<file path="src/rtl/hold_pause_pkg.sv">
package hold_pause_pkg;

   typedef enum logic {
      ST_RUN   = 1'b0,
      ST_PAUSE = 1'b1
   } pause_st_e;

   // bit positions inside the synchronised pin vector
   localparam int PIN_CS   = 0;
   localparam int PIN_SCK  = 1;
   localparam int PIN_HOLD = 2;
   localparam int PIN_SI   = 3;
   localparam int NUM_PINS = 4;

   // idle levels: chip select and hold inactive (high), clock and data low
   localparam logic [NUM_PINS-1:0] PIN_IDLE = 4'b0101;

endpackage

</file>
<file path="src/rtl/hold_pause_sync.sv">
module hold_pause_sync #(
   parameter int                 WIDTH   = 4,
   parameter int                 STAGES  = 2,
   parameter logic [WIDTH-1:0]   RST_VAL = '0
) (
   input  logic             clk,
   input  logic             rst_n,
   input  logic [WIDTH-1:0] din,
   output logic [WIDTH-1:0] dout
);

   generate
      if (STAGES < 2) begin : g_bad_stages
         $error("hold_pause_sync: STAGES must be at least 2");
      end
      if (WIDTH < 1) begin : g_bad_width
         $error("hold_pause_sync: WIDTH must be at least 1");
      end
   endgenerate

   genvar b;
   generate
      for (b = 0; b < WIDTH; b++) begin : g_bit
         logic [STAGES-1:0] chain_q;
         always_ff @(posedge clk or negedge rst_n) begin
            if (!rst_n) chain_q <= {STAGES{RST_VAL[b]}};
            else        chain_q <= {chain_q[STAGES-2:0], din[b]};
         end
         assign dout[b] = chain_q[STAGES-1];
      end
   endgenerate

endmodule

</file>
<file path="src/rtl/hold_pause_edge.sv">
module hold_pause_edge #(
   parameter int               WIDTH   = 1,
   parameter logic [WIDTH-1:0] RST_VAL = '0
) (
   input  logic             clk,
   input  logic             rst_n,
   input  logic [WIDTH-1:0] lvl,
   output logic [WIDTH-1:0] rise,
   output logic [WIDTH-1:0] fall
);

   logic [WIDTH-1:0] prev_q;

   always_ff @(posedge clk or negedge rst_n) begin
      if (!rst_n) prev_q <= RST_VAL;
      else        prev_q <= lvl;
   end

   assign rise = lvl & ~prev_q;
   assign fall = ~lvl & prev_q;

endmodule

</file>
<file path="src/rtl/hold_pause_fsm.sv">
module hold_pause_fsm
   import hold_pause_pkg::*;
#(
   parameter bit   FREEZE_SI = 1'b1,
   parameter logic IDLE_SI   = 1'b0
) (
   input  logic clk,
   input  logic rst_n,
   input  logic cs_lvl,
   input  logic sck_lvl,
   input  logic hold_lvl,
   input  logic si_lvl,
   input  logic sck_rise,
   input  logic sck_fall,
   output logic rise_en,
   output logic fall_en,
   output logic si_gated,
   output logic pause_q
);

   pause_st_e st_q, st_d;
   logic      run_both;

   // pause decisions are taken only while the serial clock is low;
   // a deselected frame always drops the pause
   always_comb begin
      st_d = st_q;
      if (cs_lvl)        st_d = ST_RUN;
      else if (!sck_lvl) st_d = hold_lvl ? ST_RUN : ST_PAUSE;
   end

   always_ff @(posedge clk or negedge rst_n) begin
      if (!rst_n) st_q <= ST_RUN;
      else        st_q <= st_d;
   end

   // an edge counts only if running before and after this cycle's update
   assign run_both = (st_q == ST_RUN) && (st_d == ST_RUN);
   assign rise_en  = sck_rise & run_both;
   assign fall_en  = sck_fall & run_both;
   assign pause_q  = (st_q == ST_PAUSE);

   generate
      if (FREEZE_SI) begin : g_si_freeze
         logic si_frz_q;
         always_ff @(posedge clk or negedge rst_n) begin
            if (!rst_n)        si_frz_q <= 1'b0;
            else if (run_both) si_frz_q <= si_lvl;
         end
         assign si_gated = run_both ? si_lvl : si_frz_q;
      end else begin : g_si_idle
         assign si_gated = run_both ? si_lvl : IDLE_SI;
      end
   endgenerate

endmodule

</file>
<file path="src/rtl/spi_hold_gate.sv">
module spi_hold_gate
   import hold_pause_pkg::*;
#(
   parameter int   SYNC_STAGES = 2,
   parameter bit   FREEZE_SI   = 1'b1,
   parameter logic IDLE_SI     = 1'b0
) (
   input  logic clk,
   input  logic rst_n,
   input  logic cs_n,
   input  logic sck,
   input  logic si,
   input  logic hold_n,
   input  logic eng_so_en,
   output logic sck_rise_en,
   output logic sck_fall_en,
   output logic si_gated,
   output logic so_oe
);

   logic [NUM_PINS-1:0] pins_raw;
   logic [NUM_PINS-1:0] pins_sync;
   logic                sync_cs, sync_sck, sync_hold, sync_si;
   logic                sck_rise, sck_fall;
   logic                pause_q;

   always_comb begin
      pins_raw           = '0;
      pins_raw[PIN_CS]   = cs_n;
      pins_raw[PIN_SCK]  = sck;
      pins_raw[PIN_HOLD] = hold_n;
      pins_raw[PIN_SI]   = si;
   end

   hold_pause_sync #(
      .WIDTH   (NUM_PINS),
      .STAGES  (SYNC_STAGES),
      .RST_VAL (PIN_IDLE)
   ) u_sync (
      .clk   (clk),
      .rst_n (rst_n),
      .din   (pins_raw),
      .dout  (pins_sync)
   );

   assign sync_cs   = pins_sync[PIN_CS];
   assign sync_sck  = pins_sync[PIN_SCK];
   assign sync_hold = pins_sync[PIN_HOLD];
   assign sync_si   = pins_sync[PIN_SI];

   hold_pause_edge #(
      .WIDTH   (1),
      .RST_VAL (PIN_IDLE[PIN_SCK])
   ) u_sck_edge (
      .clk   (clk),
      .rst_n (rst_n),
      .lvl   (sync_sck),
      .rise  (sck_rise),
      .fall  (sck_fall)
   );

   hold_pause_fsm #(
      .FREEZE_SI (FREEZE_SI),
      .IDLE_SI   (IDLE_SI)
   ) u_fsm (
      .clk      (clk),
      .rst_n    (rst_n),
      .cs_lvl   (sync_cs),
      .sck_lvl  (sync_sck),
      .hold_lvl (sync_hold),
      .si_lvl   (sync_si),
      .sck_rise (sck_rise),
      .sck_fall (sck_fall),
      .rise_en  (sck_rise_en),
      .fall_en  (sck_fall_en),
      .si_gated (si_gated),
      .pause_q  (pause_q)
   );

   // output float follows the raw pin with no clock in the path
   assign so_oe = eng_so_en & hold_n;

endmodule

</file>
<file path="config.mk">
export PLATFORM = sky130hd
export DESIGN_NAME = spi_hold_gate
export DESIGN_NICKNAME = d
export VERILOG_FILES = /design/src/rtl/hold_pause_pkg.sv /design/src/rtl/hold_pause_sync.sv /design/src/rtl/hold_pause_edge.sv /design/src/rtl/hold_pause_fsm.sv /design/src/rtl/spi_hold_gate.sv
export SDC_FILE = /design/constraint.sdc
export NUM_CORES = 1
export LEC_CHECK = 0
export BUFFER_PORTS_ARGS = -buffer_cell sky130_fd_sc_hd__buf_2
export CAP_MARGIN = 20
export CORE_AREA = 3 3 40 42
export DETAILED_ROUTE_END_ITERATION = 8
export DIE_AREA = 0 0 43 45
export PLACE_DENSITY = 0.47
export SLEW_MARGIN = 20
export SYNTH_ARGS = -nofsm -noshare
export SYNTH_HDL_FRONTEND = slang
export SYNTH_HIERARCHICAL = 1
export SYNTH_SLANG_ARGS = --single-unit
</file>
<file path="constraint.sdc">
create_clock -name clk -period 2.9 [get_ports clk]
set_input_delay 0.58 -clock clk [delete_from_list [all_inputs] [get_ports clk]]
set_output_delay 0.58 -clock clk [all_outputs]
set_load 0.01 [all_outputs]
</file>
== After elaboration in Yosys (flattened, before gate mapping) ==
Cells that the tools add are included.

* Output and inout port bits: 4
* Bits of input ports: 7
* Register bits after elaboration: 11

* Muxes and demuxes: 4
* Reductions and logical operators: 1
* Bitwise gates (word level): 9

{| class="wikitable"
|+ Operator list
! operator !! count
|-
| 1-bit AND || 5
|-
| 1-bit 2-to-1 mux || 4
|-
| 1-bit inverter || 4
|-
| 1-bit logical AND || 1
|}

== Depth between registers and ports, before layout ==
Gate-level depths: netlist of run 1.

* Word-level depth: 6
* Gate-level depth with buffers: 4

== Cells and area by module ==
The synthesis of run 1 kept the hierarchy.

{| class="wikitable"
|+ By module, submodules not included
! module !! times used !! cells an instance !! seq. area each (um2) !! area an instance (um2)
|-
| hold_pause_sync || 1 || 12 || 205.2 || 235.2
|-
| hold_pause_fsm || 1 || 10 || 50.0 || 108.9
|-
| hold_pause_edge || 1 || 3 || 25.0 || 40.0
|-
| spi_hold_gate || 1 || 1 || 0.0 || 6.3
|}

== Worst setup path after synthesis of run 1 ==
No wires, ideal clock.

* Path type: register to output
* From: reg u_sync.g_bit[2].chain_q[1]
* To: out si_gated
* Path buffers: 1
* Slack: 1.258 ns
* Data arrival time: 1.062 ns
* Cell stages (with the launch flop): 5
* Path through: dfstp_2 buf_4 nor3_2 nor2_2 mux2_4

* Longest elaborated chain between the ends: 6

{| class="wikitable"
|+ RTL lines
! item !! RTL line !! text
|-
| start, declared || hold_pause_sync.sv:24 || <nowiki>logic [STAGES-1:0] chain_q;</nowiki>
|-
| start signal, assigned || hold_pause_sync.sv:26 || <nowiki>if (!rst_n) chain_q <= {STAGES{RST_VAL[b]}};</nowiki>
|-
| start signal, assigned || hold_pause_sync.sv:27 || <nowiki>else chain_q <= {chain_q[STAGES-2:0], din[b]};</nowiki>
|-
| 1-bit 2-to-1 mux (2 in a row) || hold_pause_fsm.sv:29 || <nowiki>else if (!sck_lvl) st_d = hold_lvl ? ST_RUN : ST_PAUSE;</nowiki>
|-
| 1-bit 2-to-1 mux || hold_pause_fsm.sv:28 || <nowiki>if (cs_lvl) st_d = ST_RUN;</nowiki>
|-
| 1-bit inverter || hold_pause_fsm.sv:38 || <nowiki>assign run_both = (st_q == ST_RUN) && (st_d == ST_RUN);</nowiki>
|-
| 1-bit logical AND || hold_pause_fsm.sv:38 ||
|-
| 1-bit 2-to-1 mux || hold_pause_fsm.sv:50 || <nowiki>assign si_gated = run_both ? si_lvl : si_frz_q;</nowiki>
|-
| end, declared || spi_hold_gate.sv:17 || <nowiki>output logic si_gated,</nowiki>
|}

Every way passes these cells.

== Worst setup path in the final report of run 1 ==
Ends and elaborated chain as after synthesis.

==> results of run 1 <==
-- worst max path at each step --
stage	from	endpoint	slack (ns)	depth (start not counted)
6_report	u_sync/g_bit[2].chain_q[1]$_DFF_PN1_	si_gated	0.89	4
3_5_place_dp	u_sync/g_bit[2].chain_q[1]$_DFF_PN1_	si_gated	1.15	4
4_1_cts	u_sync/g_bit[2].chain_q[1]$_DFF_PN1_	si_gated	0.85	4
2_1_floorplan	u_sync/g_bit[2].chain_q[1]$_DFF_PN1_	si_gated	1.26	4
5_1_grt	u_sync/g_bit[2].chain_q[1]$_DFF_PN1_	si_gated	0.82	4
3_3_place_gp	u_sync/g_bit[2].chain_q[1]$_DFF_PN1_	si_gated	1.17	4
-- routing by layer --
| metal | global-route usage (%) | vias to the layer above | share of wire, % |
|---|---|---|---|
| met1 | 6.030 | 97 | 37 |
| met2 | 10.18 | 10 | 53 |
| met4 | 7.229 | 0 | 0 |
| li1 | - | 96 | - |
| met3 | 3.984 | 0 | 11 |
| met5 | 0 | - | 0 |
-- kinds of logic (layout without fill, tap and decap cells) --
| logic type | Yosys count | in the layout | share of synthesized area [%] |
|---|---|---|---|
| flops | 11 | 11 | 71.80 |
| simple gates | 9 | 9 | 15.39 |
| buf+inv | 4 | 14 | 7.693 |
| compound gates | 1 | 1 | 1.281 |
| mux | 1 | 1 | 3.845 |
-- power by group --
group	internal, mW	switching (mW)
combinational	0.0113	0.0100
sequential	0.164	0.00382
clock	0.0531	0.0441
-- state kept, by name, indices dropped and copies added, names as in the netlist --
signal                      flops
u_sck_edge/prev_q               1
u_fsm/pause_q                   1
u_sync/g_bit.chain_q            8
u_fsm/g_si_freeze.si_frz_q      1
-- layout make-up --
type,count,share of cell area [%]
multi-input combinational,11,17.58
sequential,11,61.54
clock buffer,4,5.769
tap,15,4.121
timing repair buffer,10,10.99
-- metrics by stage --
step / std cells / utilization, %
after floorplan: 26 / -
after global placement: 47 / 33.40
after detailed placement: 47 / 33.40
after CTS: 51 / 35.44
after global routing: 51 / 35.44
final: 51 / 35.44
-- layout by cell type (no fill, tap or decap) --
master | synthesis | final
buf_2 | 0 | 10
dfrtp_1 | 7 | 7
dfstp_2 | 4 | 4
clkbuf_4 | 0 | 3
nor2_1 | 2 | 2
and2_2 | 2 | 2
and2_1 | 1 | 1
clkbuf_1 | 0 | 1
a21oi_1 | 1 | 1
nor3_2 | 1 | 1
nor2_2 | 1 | 1
mux2_4 | 1 | 1
nor2b_1 | 1 | 1
and2b_2 | 1 | 1
==> flow_summary.json, run 1 <==
{
  "relSlewSlack_pct": 84.50,
  "cts_tree": "done",
  "reg2reg_slack_ns": 1.75,
  "clockBufferDepth": 2,
  "routabilityCongestion": 0.6364,
  "critPathMaxStageDelay_ns": 0.54,
  "critPathTopFamily": "flip-flops",
  "area_growth_pct": 16.67,
  "ys_seq_area_share_pct": 71.79,
  "cts.clk_slew.worst_paths_ns": 0.06,
  "drc": 0,
  "critPathKind": "reg -> out",
  "nets": 44,
  "fin_crit_sh_pct": 69.43,
  "grt_overflow": 0,
  "chipHeight_um": 45,
  "grt_pass1_wl_um": 890,
  "numClockSinks": 11,
  "timing.hold.ws_ns": 0.1737,
  "async_flop_share_pct": 100.0,
  "p_total_uw": 286.6,
  "n_fill_cell": 136,
  "regArea_um2": 280.3,
  "grt_pass1_vias": 224,
  "layout_setup_ws_ns": 0.8865,
  "synth-edff-count": 0,
  "cpMaxStageDelayCell": "dfstp_2",
  "timing.fmax_ghz": 0.4966,
  "cts_root_buf": "clkbuf_4",
  "worst_pin_slew_ns": 0.2324,
  "drt_wl_total_um": 453,
  "routedWlPerCell_um": 8.882,
  "crit_fanout": 3,
  "syn_nets": 33,
  "layout-drive-gt1-share_pct": 63.89,
  "fp.dieW_um": 43,
  "power_leakage_nw": 0.2174,
  "synth_top_area_share_pct": 44.87,
  "holdBufCountCts": 0,
  "power_density_nw_per_um2": 629.2,
  "yosysWarnings": 6,
  "vdd_ir_drop_max_uv": 257.9,
  "rr_endpoint": "u_fsm/g_si_freeze.si_frz_q$_DFF_PN0_",
  "synth_cell_types": 12,
  "rsz0062_at_grt": "no",
  "hold_class": "in -> async",
  "skew_ns": 0.0004959,
  "yosys.area.top_type": "dfrtp_1",
  "end_kind": "output port",
  "crit_arrival_ns": 1.43,
  "cts_buffers": 3,
  "synth_area_leaders": "dfrtp_1, dfstp_2, buf_4",
  "setup_violations": 0,
  "antenna_found_initial": 0,
  "fin_tns_setup_ns": 0,
  "synth_area_per_cell_um2": 15.01,
  "hold_violations": 0,
  "synth_flop_cell": "dfrtp_1",
  "synthTopCellsByCount": "dfrtp_1, buf_4, dfstp_2, and2_2, nor2_1",
  "vias": 203,
  "io_pins": 11,
  "start_util_pct": 30.38,
  "clkLatencyLatePin_ns": 0.25,
  "die_area_um2": 1935,
  "ant_nets": 0,
  "post-synth-top-count-cell": "dfrtp_1",
  "drv_cap": 0,
  "ctsResizeCount": 0,
  "netlist_area_um2": 390.4,
  "grt_max_degree": 12,
  "multi_input_comb_area_um2": 80.08,
  "core_um2": 1285,
  "detail_route.iter0.violations": 3,
  "reg2reg_depth": 3,
  "avgViaCountPerCell": 3.980,
  "dpl_worst_slack_ns": 1.148,
  "placed_area_um2": 429.2,
  "post-route-min-period_ns": 2.014,
  "status": "finished, final reports clean",
  "cp-start-kind": "flip-flop",
  "r2r_start": "u_sync/g_bit[2].chain_q[1]$_DFF_PN1_",
  "htreeDepth": 1,
  "dr.pass1.iters": 2,
  "stdcell_area_um2": 455.4,
  "cp_num_buf_inv": 1,
  "post_cts_buffers": 0,
  "crit_required_ns": 2.32,
  "grt_usage_pct": 6.757,
  "numPortBuffers": 10,
  "syn_inst": 26,
  "hpwl_um": 356.1,
  "slew_violations": 0,
  "row_count": 13,
  "synth-seq-cells": 11,
  "path_cells": "nor3_2 > nor2_2 > mux2_4 > buf_2",
  "diodes": 0
}
Power figures use the tool's default switching activity.
==> inputs of run 2 (changes only) <==
Settings changed: PLACE_DENSITY 0.47 to 0.49.
Clock period 2.9 ns to 1.7 ns, I/O delays scaled along.
==> flow_summary.json, run 2 (synthesis results as in run 1) <==
{
  "status": "complete, but fails checks",
  "violations": "setup timing",
  "layout_commonest_cell": "buf_2",
  "htreeDepth": 1,
  "largest_register": "u_sync/g_bit.chain_q",
  "timing.fmax_ghz": 0.5696,
  "grt_overflow": 0,
  "post-route-min-period_ns": 1.756,
  "grt_pass1_vias": 224,
  "cts_buffers": 3,
  "multi_input_comb_area_um2": 80.08,
  "grt_pass1_wl_um": 883,
  "power_leakage_nw": 0.2294,
  "vdd_ir_drop_max_uv": 374.8,
  "chipHeight_um": 45,
  "routabilityCongestion": 0.6174,
  "end_kind": "output port",
  "clkLatencyLatePin_ns": 0.26,
  "die_area_um2": 1935,
  "slew_violations": 0,
  "vias": 208,
  "timing.hold.ws_ns": 0.1759,
  "switching_power_uw": 105.2,
  "largest_reg_flops": 8,
  "drc": 0,
  "row_count": 13,
  "area_growth_pct": 26.28,
  "final_cell_mix": "buf_2, dfrtp_1, dfstp_2",
  "avgViaCountPerCell": 3.925,
  "cts_tree": "done",
  "p_total_uw": 505.0,
  "routedWlPerCell_um": 10.00,
  "hold_class": "in -> reg",
  "relSlewSlack_pct": 84.74,
  "placed_area_um2": 429.2,
  "netSwitchingFraction_pct": 20.83,
  "regArea_um2": 281.5,
  "hold_violations": 0,
  "drt_wl_total_um": 530,
  "ant_nets": 0,
  "nets": 46,
  "fin_tns_setup_ns": -0.05565,
  "worst_pin_slew_ns": 0.2289,
  "grt_max_degree": 12,
  "drv_cap": 0,
  "core_um2": 1285,
  "critPathKind": "reg -> out",
  "crit_fanout": 2,
  "clockBufferDepth": 2,
  "rsz0062_at_grt": "yes",
  "p_seq_share_pct": 57.0,
  "diodes": 0,
  "pwr-share-clk_pct": 33.5,
  "grt_usage_pct": 6.937,
  "antenna_found_initial": 0,
  "crit_required_ns": 1.36,
  "skew_ns": 0.001455,
  "stdcell_area_um2": 493.0,
  "start_util_pct": 30.38,
  "io_pins": 11,
  "hpwl_um": 412.7,
  "cts_root_buf": "clkbuf_4",
  "finish.utilization_pct": 38.36,
  "power_density_nw_per_um2": 1024,
  "fin_crit_sh_pct": 103.3,
  "cts.clk_slew.worst_paths_ns": 0.07,
  "numClockSinks": 11,
  "intPower_uw": 399.8,
  "power_frac_comb_pct": 9.5,
  "fp.dieW_um": 43,
  "n_fill_cell": 132,
  "layout_setup_ws_ns": -0.05565,
  "crit_arrival_ns": 1.42,
  "setup_violations": 1,
  "detail_route.iter0.violations": 1,
  "layout-drive-gt1-share_pct": 65.79,
  "cp-start-kind": "flip-flop",
  "dr.pass1.iters": 2,
  "numPortBuffers": 10
}
[run 2: cell count changes in the layout (fill, tap and decap cells not counted)]
cell / previous run / this run
buf_2: 10 / 7
buf_4: 0 / 1
buf_6: 0 / 3
dfrtp_1: 7 / 6
dfrtp_2: 0 / 1
dlygate4sd3_1: 0 / 1
[run 2: final cells by class]
cell class | count | area share [%]
timing repair buffer | 12 | 17.51
clock buffer | 4 | 5.330
multi-input combinational | 11 | 16.24
tap | 15 | 3.807
sequential | 11 | 57.11
[run 2: worst max-delay path, stage by stage (launching register included)]
cell and delay, ns:
dfstp_2 0.54, nor3_2 0.05, nor2_2 0.12, mux2_4 0.33
buf_6 0.12
[run 2: metal layers]
metal / up-vias / GRT usage (%) / wire, µm / share of wire [%]
met2: 10 / 11.08 / 286 / 54
met3: 0 / 3.586 / 49 / 9.2
met1: 97 / 6.061 / 195 / 37
li1: 101 / - / - / -
met5: - / 0 / 0 / 0
met4: 0 / 7.229 / 0 / 0
[run 2: repair_timing]
item / in CTS / in global routing
endpoints found under the setup margin: 1 / 3
pin swaps: 2 / 1
resized for setup: 3 / 1
setup buffers: 1 / 0
gates cloned: 0 / 0
hold endpoints to repair: 7 / 0
hold buffers: 1 / 0
[run 2: power by group through the flow]
stage	Combinational, mW	Clock, mW	Sequential, mW
after floorplan	0.0273	0	0.288
after global placement	0.0361	0	0.291
after detailed placement	0.0379	0	0.293
after CTS	0.0492	0.176	0.288
after global routing	0.0531	0.192	0.289
final	0.0482	0.169	0.288
[run 2: worst paths after layout]
path	from	to	slack (ns)	cells past startpoint
setup reg to reg	u_sync/g_bit[2].chain_q[1]$_DFF_PN1_	u_fsm/g_si_freeze.si_frz_q$_DFF_PN0_	0.55	3
setup / recovery	u_sync/g_bit[2].chain_q[1]$_DFF_PN1_	si_gated	-0.06	4
hold / removal	cs_n	u_sync/g_bit[0].chain_q[0]$_DFF_PN1_	0.18	1
min in group asynchronous	rst_n	u_fsm/pause_q$_DFF_PN0_	0.46	2
max in group asynchronous	rst_n	u_sync/g_bit[0].chain_q[1]$_DFF_PN1_	0.98	2
hold reg to reg	u_sync/g_bit[3].chain_q[0]$_DFF_PN0_	u_sync/g_bit[3].chain_q[1]$_DFF_PN0_	0.35	0
[run 2: stage by stage]
stage,std cells,setup WS [ns]
floorplan,26,0.2985
CTS,53,-0.09795
detailed placement,47,0.1852
global route,53,-0.1184
finish,53,-0.05565
global placement,47,0.2120
==> inputs of run 3 (changes only) <==
Settings changed: CORE_AREA 3 3 40 42 to default, CORE_MARGIN from default to 2, CORE_UTILIZATION from default to 28, DIE_AREA 0 0 43 45 to default, PLACE_DENSITY 0.49 to 0.47, REMOVE_ABC_BUFFERS from default to 1.
==> flow_summary.json, run 3 (synthesis results as in run 1) <==
{
  "reg2reg_slack_ns": 0.55,
  "routabilityCongestion": 0.6512,
  "dr.pass1.iters": 2,
  "path_cells": "nor3_2 > nor2_2 > mux2_4 > buf_6",
  "die_area_um2": 1709,
  "hold_violations": 0,
  "htreeDepth": 1,
  "hold_class": "in -> reg",
  "fin_tns_setup_ns": -0.05132,
  "relSlewSlack_pct": 84.60,
  "detail_route.iter0.violations": 2,
  "avgViaCountPerCell": 3.846,
  "area_growth_pct": 20.83,
  "switching_power_uw": 99.95,
  "power_leakage_nw": 0.2237,
  "numPortBuffers": 10,
  "vias": 200,
  "cp-start-kind": "flip-flop",
  "ant_nets": 0,
  "post_cts_buffers": 0,
  "diodes": 0,
  "critPathMaxStageDelay_ns": 0.54,
  "violations": "setup timing",
  "clockBufferDepth": 2,
  "rsz0062_at_grt": "yes",
  "start_util_pct": 30.00,
  "cts.clk_slew.worst_paths_ns": 0.06,
  "drc": 0,
  "final_cell_mix": "buf_2, dfrtp_1, dfstp_2",
  "grt_overflow": 0,
  "fp.dieW_um": 41.34,
  "routedWlPerCell_um": 8.558,
  "cts_root_buf": "clkbuf_4",
  "power_density_nw_per_um2": 1048,
  "power_frac_comb_pct": 8.4,
  "cts_buffers": 3,
  "n_fill_cell": 143,
  "chipHeight_um": 41.34,
  "slew_violations": 0,
  "fin_crit_sh_pct": 103.0,
  "finish.utilization_pct": 36.25,
  "grt_pass1_wl_um": 786,
  "status": "complete, but fails checks",
  "end_kind": "output port",
  "skew_ns": 0.002589,
  "cpMaxStageDelayCell": "dfstp_2",
  "worst_pin_slew_ns": 0.2310,
  "largest_register": "u_sync/g_bit.chain_q",
  "row_count": 13,
  "layout-drive-gt1-share_pct": 62.16,
  "largest_reg_flops": 8,
  "grt_pass1_vias": 195,
  "crit_required_ns": 1.36,
  "multi_input_comb_area_um2": 80.08,
  "clkLatencyLatePin_ns": 0.26,
  "io_pins": 11,
  "layout_setup_ws_ns": -0.05132,
  "intPower_uw": 394.2,
  "critPathKind": "reg -> out",
  "pwr-share-clk_pct": 33.6,
  "p_seq_share_pct": 58.0,
  "grt_max_degree": 12,
  "drt_wl_total_um": 445,
  "crit_fanout": 3,
  "crit_arrival_ns": 1.41,
  "regArea_um2": 280.3,
  "layout_commonest_cell": "buf_2",
  "nets": 45,
  "drv_cap": 0,
  "numClockSinks": 11,
  "netSwitchingFraction_pct": 20.22,
  "vdd_ir_drop_max_uv": 425.6,
  "antenna_found_initial": 0,
  "post-route-min-period_ns": 1.751,
  "cts_tree": "done",
  "timing.fmax_ghz": 0.5710,
  "core_um2": 1301,
  "dpl_worst_slack_ns": 0.2107,
  "grt_usage_pct": 8.258,
  "setup_violations": 1
}
## run 3: cell types whose count changed in the layout (fill, tap and decap cells not counted), sizes merged
cell	previous run	this run
buf	11	10
## run 3: power groups by stage
| stage | clock (mW) | combinational, mW | sequential, mW |
|---|---|---|---|
| floorplan | 0 | 0.0185 | 0.290 |
| global placement | 0 | 0.0360 | 0.291 |
| detailed placement | 0 | 0.0369 | 0.292 |
| CTS | 0.177 | 0.0425 | 0.287 |
| global route | 0.189 | 0.0459 | 0.289 |
| finish | 0.166 | 0.0413 | 0.287 |
## run 3: final timing paths
kind,end,depth (start not counted),start
worst min-delay path,u_sync/g_bit[0].chain_q[0]$_DFF_PN1_,1,cs_n
min in group asynchronous,u_sync/g_bit[3].chain_q[0]$_DFF_PN0_,2,rst_n
worst max register to register,u_fsm/g_si_freeze.si_frz_q$_DFF_PN0_,3,u_sync/g_bit[0].chain_q[1]$_DFF_PN1_
worst max-delay path,si_gated,4,u_sync/g_bit[0].chain_q[1]$_DFF_PN1_
max in group asynchronous,u_sync/g_bit[0].chain_q[1]$_DFF_PN1_,2,rst_n
worst min register to register,u_sync/g_bit[3].chain_q[1]$_DFF_PN0_,0,u_sync/g_bit[3].chain_q[0]$_DFF_PN0_
## run 3: critical path: cells and delay by family (launching register included)
family	cells	cell delay, ns
DFF	1	0.54
muxes	1	0.33
and+or+nand+nor	2	0.17
buffers and inverters	1	0.12
## run 3: cell type report
class	instances	share of cell area, %
Multi-Input combinational cell	11	16.98
Clock buffer	4	5.570
Sequential cell	11	59.42
Timing Repair Buffer	11	14.06
Tap cell	15	3.979
## run 3: per-stage QoR
step	std cells	power (mW)	hold slack (ns)	instance area [µm²]
after floorplan	22	0.3087	0.04441	360.3
after global placement	47	0.3272	0.2067	429.2
after detailed placement	47	0.3288	0.2156	429.2
after CTS	52	0.5069	0.1675	471.7
after global routing	52	0.5236	0.1683	471.7
final	52	0.4942	0.1804	471.7
## run 3: timing repair
action                                  in CTS  in global routing
hold endpoints to repair                     7                  0
gates resized for setup                      1                  0
hold buffers                                 1                  0
endpoints found under the setup margin       1                  1
## run 3: layer usage
metal / global-route usage [%] / vias up / routed length [µm]
li1: - / 99 / -
met4: 12.10 / 0 / 0
met3: 1.596 / 0 / 33
met1: 7.877 / 92 / 178
met2: 12.50 / 9 / 234
met5: 0 / - / 0
